$ cat config.mk
export PLATFORM = sky130hd
export DESIGN_NAME = sdram_modereg_ctrl
export DESIGN_NICKNAME = d
export VERILOG_FILES = /design/src/rtl/sdram_mr_pkg.sv /design/src/rtl/mr_field_decode.sv /design/src/rtl/mr_load_guard.sv /design/src/rtl/mr_settle_timer.sv /design/src/rtl/sdram_modereg_ctrl.sv
export SDC_FILE = /design/constraint.sdc
export NUM_CORES = 1
export LEC_CHECK = 0
export CORE_AREA = 2 2 39 41
export CTS_BUF_LIST = sky130_fd_sc_hd__clkbuf_8
export DETAILED_ROUTE_END_ITERATION = 16
export DIE_AREA = 0 0 41 43
export DONT_BUFFER_PORTS = 1
export MAX_ROUTING_LAYER = met4
export PLACE_DENSITY = 0.65
export REMOVE_ABC_BUFFERS = 1
export SLEW_MARGIN = 20
export SYNTH_ARGS = -nofsm -noshare
export SYNTH_HDL_FRONTEND = slang
export SYNTH_SLANG_ARGS = --single-unit
$ cat constraint.sdc
create_clock -name clk -period 2.17 [get_ports clk]
set_input_delay 0.434 -clock clk [delete_from_list [all_inputs] [get_ports clk]]
set_output_delay 0.434 -clock clk [all_outputs]
set_load 0.01 [all_outputs]
$ cat src/rtl/sdram_mr_pkg.sv
package sdram_mr_pkg;

  typedef enum logic [2:0] {
    BL_TWO   = 3'b001,
    BL_FOUR  = 3'b010,
    BL_EIGHT = 3'b011
  } bl_code_e;

  typedef enum logic [2:0] {
    LAT_TWO      = 3'b010,
    LAT_TWO_HALF = 3'b110
  } lat_code_e;

  localparam int BL_LSB  = 0;
  localparam int ILV_BIT = 3;
  localparam int LAT_LSB = 4;
  localparam int OP_LSB  = 7;
  localparam int SCLR_BIT = 1;

  function automatic logic bl_supported(input logic [2:0] c);
    return (c == BL_TWO) || (c == BL_FOUR) || (c == BL_EIGHT);
  endfunction

  function automatic logic lat_supported(input logic [2:0] c);
    return (c == LAT_TWO) || (c == LAT_TWO_HALF);
  endfunction

  function automatic logic [3:0] bl_beats(input logic [2:0] c);
    logic [3:0] r;
    case (c)
      BL_FOUR:  r = 4'd4;
      BL_EIGHT: r = 4'd8;
      default:  r = 4'd2;
    endcase
    return r;
  endfunction

  function automatic logic [2:0] lat_halves(input logic [2:0] c);
    return (c == LAT_TWO_HALF) ? 3'd5 : 3'd4;
  endfunction

endpackage

$ cat src/rtl/mr_field_decode.sv
module mr_field_decode
  import sdram_mr_pkg::*;
#(
  parameter int ADDR_W = 13,
  localparam int OP_W  = ADDR_W - OP_LSB
) (
  input  logic [ADDR_W-1:0] addr,
  output logic [3:0]        blen,
  output logic              ilv,
  output logic [2:0]        cas_x2,
  output logic [OP_W-1:0]   op,
  output logic              code_ok
);
  logic [2:0] bl_c;
  logic [2:0] lat_c;

  always_comb begin
    bl_c    = addr[BL_LSB +: 3];
    lat_c   = addr[LAT_LSB +: 3];
    blen    = bl_beats(bl_c);
    ilv     = addr[ILV_BIT];
    cas_x2  = lat_halves(lat_c);
    op      = addr[ADDR_W-1:OP_LSB];
    code_ok = bl_supported(bl_c) && lat_supported(lat_c);
  end
endmodule

$ cat src/rtl/mr_load_guard.sv
module mr_load_guard #(
  parameter int NBANK = 4,
  parameter int BA_W  = 2
) (
  input  logic             cmd,
  input  logic [BA_W-1:0]  ba,
  input  logic [NBANK-1:0] bank_idle,
  input  logic             burst_active,
  input  logic             busy,
  input  logic             code_ok,
  output logic             take,
  output logic             reject
);
  logic sel;
  logic quiet;

  always_comb begin
    sel    = cmd && (ba == '0);
    quiet  = (&bank_idle) && !burst_active && !busy;
    take   = sel && quiet && code_ok;
    reject = sel && !(quiet && code_ok);
  end
endmodule

$ cat src/rtl/mr_settle_timer.sv
module mr_settle_timer #(
  parameter int SETTLE = 2,
  localparam int CNT_W = $clog2(SETTLE + 1)
) (
  input  logic clk,
  input  logic rst,
  input  logic start,
  output logic busy
);
  logic [CNT_W-1:0] cnt_q;

  always_ff @(posedge clk) begin
    if (rst)
      cnt_q <= '0;
    else if (start)
      cnt_q <= CNT_W'(SETTLE);
    else if (cnt_q != '0)
      cnt_q <= cnt_q - 1'b1;
  end

  assign busy = (cnt_q != '0);
endmodule

$ cat src/rtl/sdram_modereg_ctrl.sv
module sdram_modereg_ctrl
  import sdram_mr_pkg::*;
#(
  parameter int ADDR_W = 13,
  parameter int NBANK  = 4,
  parameter int BA_W   = 2,
  parameter int SETTLE = 2,
  localparam int OP_W  = ADDR_W - OP_LSB
) (
  input  logic              clk,
  input  logic              rst,
  input  logic              mr_cmd,
  input  logic [BA_W-1:0]   ba,
  input  logic [ADDR_W-1:0] addr,
  input  logic [NBANK-1:0]  bank_idle,
  input  logic              burst_active,
  output logic [3:0]        burst_len,
  output logic              burst_ilv,
  output logic [2:0]        cas_x2,
  output logic [OP_W-1:0]   op_mode,
  output logic              load_err,
  output logic              busy
);
  logic [3:0]      d_blen;
  logic            d_ilv;
  logic [2:0]      d_cas;
  logic [OP_W-1:0] d_op;
  logic            d_ok;
  logic            take;
  logic            reject;

  mr_field_decode #(.ADDR_W(ADDR_W)) u_dec (
    .addr(addr), .blen(d_blen), .ilv(d_ilv), .cas_x2(d_cas),
    .op(d_op), .code_ok(d_ok)
  );

  mr_load_guard #(.NBANK(NBANK), .BA_W(BA_W)) u_guard (
    .cmd(mr_cmd), .ba(ba), .bank_idle(bank_idle),
    .burst_active(burst_active), .busy(busy), .code_ok(d_ok),
    .take(take), .reject(reject)
  );

  mr_settle_timer #(.SETTLE(SETTLE)) u_timer (
    .clk(clk), .rst(rst), .start(take), .busy(busy)
  );

  always_ff @(posedge clk) begin
    if (rst) begin
      burst_len <= 4'd2;
      burst_ilv <= 1'b0;
      cas_x2    <= 3'd4;
      load_err  <= 1'b0;
    end else begin
      load_err <= reject;
      if (take) begin
        burst_len <= d_blen;
        burst_ilv <= d_ilv;
        cas_x2    <= d_cas;
      end
    end
  end

  // Operating-mode bits: the self-clearing position drops back to 0 one
  // cycle after it was written; the others simply hold.
  for (genvar i = 0; i < OP_W; i++) begin : g_op
    if (i == SCLR_BIT) begin : g_sclr
      always_ff @(posedge clk) begin
        if (rst)       op_mode[i] <= 1'b0;
        else if (take) op_mode[i] <= d_op[i];
        else           op_mode[i] <= 1'b0;
      end
    end else begin : g_hold
      always_ff @(posedge clk) begin
        if (rst)       op_mode[i] <= 1'b0;
        else if (take) op_mode[i] <= d_op[i];
      end
    end
  end
endmodule

# Yosys cells after proc, flatten, opt, wreduce, memory -nomap -nowiden
# Index checks and enable logic that the tools add are counted.
# totals
register_bits,17
in_bits,23
out_inout_bits,16
# op_classes
n_eq_ne,5
addsub,1
n_reduce_logical,20
n_bitwise,1
muxes,4
# ops
cell,n
3-bit by 2-bit equality test with 1-bit output (second input constant),3
1-bit logical AND,8
4-bit case mux with 2 select lines,1
2-bit two-way mux,2
4-bit AND reduction,1
2-bit nonzero test,2
2-bit OR reduction,2
3-bit by 1-bit equality test with 1-bit output (second input constant),1
3-bit equality test (second input constant),1
1-bit logical NOT,3
1-bit logical OR,3
2-bit logical NOT,1
2-bit by 1-bit subtractor with 2-bit output (second input constant),1
1-bit two-way mux,1
1-bit NOT,1

# Depth between registers and ports, before layout
# Gate-level depths: netlist of run 1.
# depth
word_depth,7
depth_mapped,4
mapped_depth_nobuf,4

# Cells and area by module
# A second synthesis of run 1 with hierarchy kept.
# unflattened
hier_cells,76
area_unflattened_um2,770.7
# modules_own_cells
mod,cells_per_inst,area_each_um2,seq_area_each_um2,n_inst
sdram_modereg_ctrl,46,534.3,300.3,1
mr_field_decode,19,127.6,0.0,1
mr_settle_timer,6,70.1,40.0,1
mr_load_guard,5,38.8,0.0,1

# Least setup slack after synthesis of run 1
# No wires, ideal clock.
# synth_timing
path_kind,input -> register
from,in addr[2]
to,reg burst_ilv
path_stages,4
setup_slack_ns,0.499
setup_ns,0.117
arrival_ns,1.555
path_cell_list,or4b_4 -> nor4_4 -> a31oi_4 -> a22o_1
# synth_between
elab_chain_cells,5
# synth_lines
item,line_no,text
start: declaration,sdram_modereg_ctrl.sv:14,"input logic [ADDR_W-1:0] addr,"
3-bit by 1-bit equality test with 1-bit output / 3-bit by 2-bit equality test with 1-bit output (equally long branches),sdram_mr_pkg.sv:21,return (c == BL_TWO) || (c == BL_FOUR) || (c == BL_EIGHT);
1-bit logical OR,sdram_mr_pkg.sv:21,
1-bit logical OR *,sdram_mr_pkg.sv:21,
1-bit logical AND *,mr_field_decode.sv:24,code_ok = bl_supported(bl_c) && lat_supported(lat_c);
1-bit logical AND *,mr_load_guard.sv:20,take = sel && quiet && code_ok;
end signal: assignment,sdram_modereg_ctrl.sv:57,burst_ilv <= d_ilv;
end: declaration,sdram_modereg_ctrl.sv:18,"output logic burst_ilv,"
# Mark *: on every way between the ends. The rest lies on a longest branch, timed or not.
# A chain may end at the register's enable or synchronous reset.

# Worst setup path in the final report of run 1
# layout_timing
from,reg u_timer.cnt_q[0]
to,reg op_mode[2]
# layout_between
elab_chain_cells,5
# layout_lines
item,line_no,text
start: declaration,mr_settle_timer.sv:10,logic [CNT_W-1:0] cnt_q;
start signal: assignment,mr_settle_timer.sv:16,cnt_q <= CNT_W'(SETTLE);
start signal: assignment,mr_settle_timer.sv:18,cnt_q <= cnt_q - 1'b1;
2-bit nonzero test,mr_settle_timer.sv:21,assign busy = (cnt_q != '0);
1-bit logical NOT,mr_load_guard.sv:19,quiet = (&bank_idle) && !burst_active && !busy;
1-bit logical AND,mr_load_guard.sv:19,
1-bit logical AND (2 in series),mr_load_guard.sv:20,
end signal: indexed assignment,sdram_modereg_ctrl.sv:75,else if (take) op_mode[i] <= d_op[i];
end: declaration,sdram_modereg_ctrl.sv:20,"output logic [OP_W-1:0] op_mode,"
# Every way passes these cells.

==> reports/summary.txt, run 1 <==
Via-to-Cell Ratio: 5.57
Total Routing Usage GR: 0.126
Core Region: 0.00138 mm^2
Startpoint Class: flop
Mapped Area: 599 um^2
top cells by area, synth: dfxtp_1, a22o_1, nor4_4, nor4b_4, buf_4
port buffer count: 0
post-synthesis xor/xnor area fraction: 0
CP max stage cell: or4b_4
Starting Density: 0.433
cts hold-fix bufs: 0
Root Buffer: clkbuf_8
mux cell area share after synthesis: 0
Core Rows: 14
1st-pass router iterations: 2
largest family of logic cells by synthesized area: simple AND/OR/NAND/NOR gates
CP Cell Sequence: or4b_4, nor4_4, a31oi_4, a22o_1
pwr/cell area: 799 mW/mm^2
Distinct cells, synth: 20
Syn Inst Count: 50
initial antenna violation count: 0
status: finished clean
vias: 379
chip width: 41 um
Avg Inst Size Synth: 12.0 um^2
fraction of layout cells with a size suffix above 1: 0.212
final WL: 1.05 mm
Final Skew: 1.44 ps
Compound-Gate Fraction of Synth Area: 0.194
Slew Limit Headroom: 0.671
Final WS setup: 478 ps
Synth top area share: 0.468
FF-to-FF setup slack: 480 ps
worst endpoint required time: 2300 ps
post-CTS setup buffers: 0
fmax: 591 MHz
FF-to-FF Start: u_timer.cnt_q[0]
Yosys top cell by area: dfxtp_1
TritonCTS clock tree: yes
Arr. time, crit path: 1820 ps
Ant. Diodes: 0
Reg-to-Reg End: op_mode[2]
Syn. warnings: 0
WS Path Type: reg2reg
CP startpoint: u_timer.cnt_q[0]
RSZ-0062 raised after global routing: false
Post-Synth Simple-Gate Area: 0.263
Die Span Y: 43 um
fin. max-slew vios: 0
Min-Delay Path Class: in2reg
Slew @ Worst Pin: 489 ps
TNS Setup: 0 ps
fin nets: 76
Post-Layout Inst Area: 656 um^2
sequential element share of the synthesized area: 0.468
CTS clk-pin slew, worst paths: 50 ps
die area: 0.00176 mm^2
crit path max fanout: 10
drt drc: 0
GR Overflow Total: 0
Tmin final: 1690 ps
final setup vio count: 0
area grow syn2layout: 9.39%
post_cts resized: 0
Max Cap Violations: 0
post-synthesis adder-cell area fraction: 0
Final Hold Fails: 0
dpl hpwl: 832 um
vias in the first global route: 372
dpl ws: 398 ps
clk buf depth: 2
Critical Path Max Stage Delay: 560 ps
GP Congestion: 0.604
Area after DPL: 601 um^2
WL/cell: 15.5 um
H-tree depth: 1
worst-skew pair later-pin latency: 240 ps
period utilisation layout: 0.780
Max VDD drop: 0.294 mV
largest net degree at the start of global routing: 11
Initial DRC Count: 3
io pins: 39
CTS Buf Count: 3
Reg2Reg Depth: 4
Seq cells post-synth: 14
CTS Sinks: 14
static leakage: 0.267 nW
CP endpoint: op_mode[2]
global-route wire length before repair: 1.47 mm
CP Capture Type: flop
Antenna Nets Post-Route: 0
how the worst min path moves through the flow:
stage | startpoint | to | slack [ps] | cells past startpoint
after floorplan | u_timer.cnt_q[0] | u_timer.cnt_q[0] | 430 | 1
after global placement | u_timer.cnt_q[0] | u_timer.cnt_q[0] | 460 | 1
after detailed placement | u_timer.cnt_q[0] | u_timer.cnt_q[0] | 460 | 1
after CTS | rst | u_timer.cnt_q[0] | 260 | 1
after global routing | rst | u_timer.cnt_q[0] | 260 | 1
final | rst | u_timer.cnt_q[0] | 260 | 1
flip-flops by register name, indices dropped and copies added (netlist names):
register       flops
burst_ilv          1
op_mode            6
burst_len          3
load_err           1
u_timer.cnt_q      2
cas_x2             1
cells by family after synthesis:
logic type / count (synthesis)
AO/OA/AOI/OAI: 12
flip-flops: 14
buffers and inverters: 7
other: 2
AND/OR/NAND/NOR: 15
power by group:
part	internal (mW)	switching (mW)	leakage [nW]	total (mW)
Clock	0.160	0.0841	0.0288	0.244
Combinational	0.00864	0.0126	0.125	0.0213
Sequential	0.258	0.000520	0.113	0.258
Total	0.427	0.0972	0.267	0.524
metrics by stage:
step                       util  hold slack, ps  cells  total power [mW]
after floorplan               -             432     48             0.283
after global placement    0.434             463     64             0.285
after detailed placement  0.434             459     64             0.285
after CTS                 0.474             259     68             0.528
after global routing      0.474             261     68             0.542
final                     0.474             264     68             0.524
critical path, delay by kind of cell (launching register included):
family / cells / cell delay, ps
AOI/OAI and AO/OA: 2 / 470
DFF: 1 / 330
and+or+nand+nor: 2 / 800
layer usage:
metal / wire length, um / global-route usage / part of all wire / up-vias
met4: 7 / 0.100 / 0.0066 / 0
li1: - / - / - / 178
met3: 154 / 0.0314 / 0.15 / 2
met1: 421 / 0.136 / 0.40 / 169
met5: 0 / - / 0 / -
met2: 471 / 0.184 / 0.45 / 30
cell usage in the layout (no fill, tap or decap), types with 2 or more instances in the layout:
cell       synthesis  layout
nor4_4             2       2
clkbuf_8           0       4
nand4b_1           2       2
inv_1              4       4
a22o_1             7       7
conb_1             2       3
nor2_1             3       3
o2bb2ai_1          2       2
dfxtp_1           14      14
cell type report:
type	instances	area [um^2]
multi-input cells	30	285
clock buffers	4	55.1
well taps	16	20.0
flip-flops and latches	14	280
inverters	4	15.0
fillers	144	728
cells in the mapped netlist:
| cell type | n |
|---|---|
| dfxtp_1 | 14 |
| a22o_1 | 7 |
| inv_1 | 4 |
| buf_4 | 3 |
| nor2_1 | 3 |
| conb_1 | 2 |
| nand4b_1 | 2 |
| nor4_4 | 2 |
| o2bb2ai_1 | 2 |
| a21boi_1 | 1 |
| a31o_1 | 1 |
| a31oi_4 | 1 |
| and2_1 | 1 |
| and2b_1 | 1 |
| nand2b_4 | 1 |
| nor3b_1 | 1 |
| nor4b_4 | 1 |
| or2_2 | 1 |
| or2b_1 | 1 |
| or4b_4 | 1 |
Note: power is estimated with default switching activity, not from simulation.
==> run 2, diff against run 1 <==
==> constraint.sdc (replaced) <==
create_clock -name clk -period 1.6 [get_ports clk]
set_input_delay 0.32 -clock clk [delete_from_list [all_inputs] [get_ports clk]]
set_output_delay 0.32 -clock clk [all_outputs]
set_load 0.01 [all_outputs]
==> run 2 against run 1 <==
The flow now finishes with violations (negative setup slack). Final cell count rose by 8.8%. Largest power group unchanged. Clock-buffer cell count decreased by 1. Total power is 26% higher. Die area unchanged. Via count up 7.9%. Critical endpoint is now op_mode[0]. Non-clock buffer count up 6. Clock power up 11%. Hold slack got worse by 110 ps. Design area grew 9.7%. Fmax up 0.20%. Critical path type unchanged.
==> reports/summary.txt, run 2 (synthesis results as in run 1) <==
CTS Buf Count: 3 (unchanged)
Switch Pwr: 0.126 mW (was 0.0972 mW)
Non-Filler Instances: 74 (was 68)
cts hold-fix bufs: 0 (unchanged)
Arr. time, crit path: 1810 ps (was 1820 ps)
top flop regs: op_mode x6, burst_len x3, u_timer.cnt_q x2 (unchanged)
Reg area: 282 um^2 (was 280 um^2)
Tmin final: 1690 ps (about the same)
largest net degree at the start of global routing: 10 (was 11)
CP max stage cell: or4b_4 (unchanged)
Gate power share: 0.054 (was 0.041)
chip width: 41 um (unchanged)
vias: 409 (was 379)
io pins: 39 (unchanged)
static leakage: 0.295 nW (was 0.267 nW)
filler cell count in the final layout: 133 (was 144)
Max Cap Violations: 0 (unchanged)
most common cell after layout, fill and taps aside: dfxtp_1 (unchanged)
area grow syn2layout: 20.0% (was 9.39%)
Critical path buffers and inverters: 1 (was 0)
final setup vio count: 10 (was 0)
port buffer count: 0 (unchanged)
CTS Sinks: 14 (unchanged)
TritonCTS clock tree: yes (unchanged)
global-route wire length before repair: 1.60 mm (was 1.47 mm)
drt drc: 0 (unchanged)
crit path max fanout: 5 (was 10)
Layout Utilization: 0.520 (was 0.474)
Largest Register: op_mode (unchanged)
Core Rows: 14 (unchanged)
initial antenna violation count: 0 (unchanged)
fin nets: 83 (was 76)
dpl hpwl: 785 um (was 832 um)
violated checks: negative setup slack
1st-pass router iterations: 2 (unchanged)
H-tree depth: 1 (unchanged)
clk buf depth: 2 (unchanged)
final WL: 1.11 mm (was 1.05 mm)
GR Overflow Total: 0 (unchanged)
Antenna Nets Post-Route: 0 (unchanged)
fraction of layout cells with a size suffix above 1: 0.328 (was 0.212)
Final Skew: 2.26 ps (was 1.44 ps)
Multi-input gate area: 313 um^2 (was 285 um^2)
commonest non-fill, non-tap cells in the layout: dfxtp_1, a22o_1, buf_4 (was dfxtp_1, a22o_1, inv_1, clkbuf_8)
Core Region: 0.00138 mm^2 (unchanged)
Final WS setup: -88.8 ps (was 478 ps)
CP Cell Sequence: or4b_4, nor4_4, buf_4, a31oi_4, a22o_1 (was or4b_4, nor4_4, a31oi_4, a22o_1)
vias in the first global route: 399 (was 372)
Max VDD drop: 0.374 mV (was 0.294 mV)
Critical Path Max Stage Delay: 540 ps (was 560 ps)
Hold WS: 156 ps (was 264 ps)
placed cell count: 68 (was 64)
RSZ-0062 raised after global routing: true (was false)
status: complete, but fails checks (was finished clean)
WL/cell: 15.0 um (was 15.5 um)
Area after DPL: 631 um^2 (was 601 um^2)
Clk pwr share: 0.414 (was 0.466)
fmax: 592 MHz (was 591 MHz)
Starting Density: 0.433 (unchanged)
CTS clk-pin slew, worst paths: 50 ps (about the same)
pwr/cell area: 914 mW/mm^2 (was 799 mW/mm^2)
Min-Delay Path Class: in2reg (unchanged)
Largest delay share family, worst path: simple AND/OR/NAND/NOR gates (unchanged)
Total Routing Usage GR: 0.145 (was 0.126)
Final Hold Fails: 0 (unchanged)
sw frac: 0.192 (was 0.186)
Root Buffer: clkbuf_8 (unchanged)
Ant. Diodes: 0 (unchanged)
Initial DRC Count: 5 (was 3)
GP Congestion: 0.699 (was 0.604)
worst-skew pair later-pin latency: 240 ps (about the same)
Final Total Pwr: 0.658 mW (was 0.524 mW)
Die Span Y: 43 um (unchanged)
Via-to-Cell Ratio: 5.53 (was 5.57)
CP Capture Type: flop (unchanged)
die area: 0.00176 mm^2 (unchanged)
worst endpoint required time: 1730 ps (was 2300 ps)
fin. max-slew vios: 0 (unchanged)
Reg power frac: 0.533 (was 0.493)
Post-Layout Inst Area: 719 um^2 (was 656 um^2)
Startpoint Class: flop (unchanged)
WS Path Type: reg2reg (unchanged)
Int Power: 0.531 mW (was 0.427 mW)
max FFs per register: 6 (unchanged)
period utilisation layout: 1.06 (was 0.780)
==> run 2: cell types whose count changed in the layout (fill, tap and decap cells not counted), sizes merged <==
cell	delta
buf	+6
clkbuf	-1
a31oi	+1
==> run 2: path summary, 6_finish.rpt <==
| check | start | end | slack [ps] | cells after the start |
|---|---|---|---|---|
| setup / recovery | u_timer.cnt_q[1] | op_mode[0] | -90 | 5 |
| hold / removal | rst | u_timer.cnt_q[0] | 160 | 1 |
| setup reg to reg | u_timer.cnt_q[1] | op_mode[0] | -90 | 5 |
| hold reg to reg | burst_len[1] | burst_len[1] | 490 | 2 |
==> run 2: power by group through the flow <==
stage | Clock (mW) | Combinational [mW] | Sequential (mW)
after floorplan | 0 | 0.0262 | 0.358
after global placement | 0 | 0.0314 | 0.358
after detailed placement | 0 | 0.0317 | 0.358
after CTS | 0.279 | 0.0351 | 0.350
after global routing | 0.290 | 0.0383 | 0.350
final | 0.272 | 0.0352 | 0.350
==> run 2: layout make-up <==
class	instances	share of cell area
Multi-Input combinational cell	31	0.435
Sequential cell	14	0.391
Timing Repair Buffer	6	0.0678
Clock buffer	3	0.0574
Tap cell	16	0.0278
Inverter	4	0.0209
==> run 2: metrics by stage <==
step	setup TNS (ps)	setup slack, ps
floorplan	-0.914	-0.131
global route	-1450	-180
CTS	-394	-70.2
global placement	-143	-22.2
finish	-600	-88.8
detailed placement	-614	-90.9
==> run 2: per-layer routing <==
metal	wire length, um	track usage
met4	7	0.100
met1	441	0.157
met2	527	0.216
met5	0	-
met3	135	0.0419
==> run 2: repair_timing <==
action / CTS / global route
gates resized for setup: 2 / 2
cloned: 1 / 0
pin swaps: 2 / 3
setup buffers: 2 / 0
endpoints found under the setup margin: 8 / 11
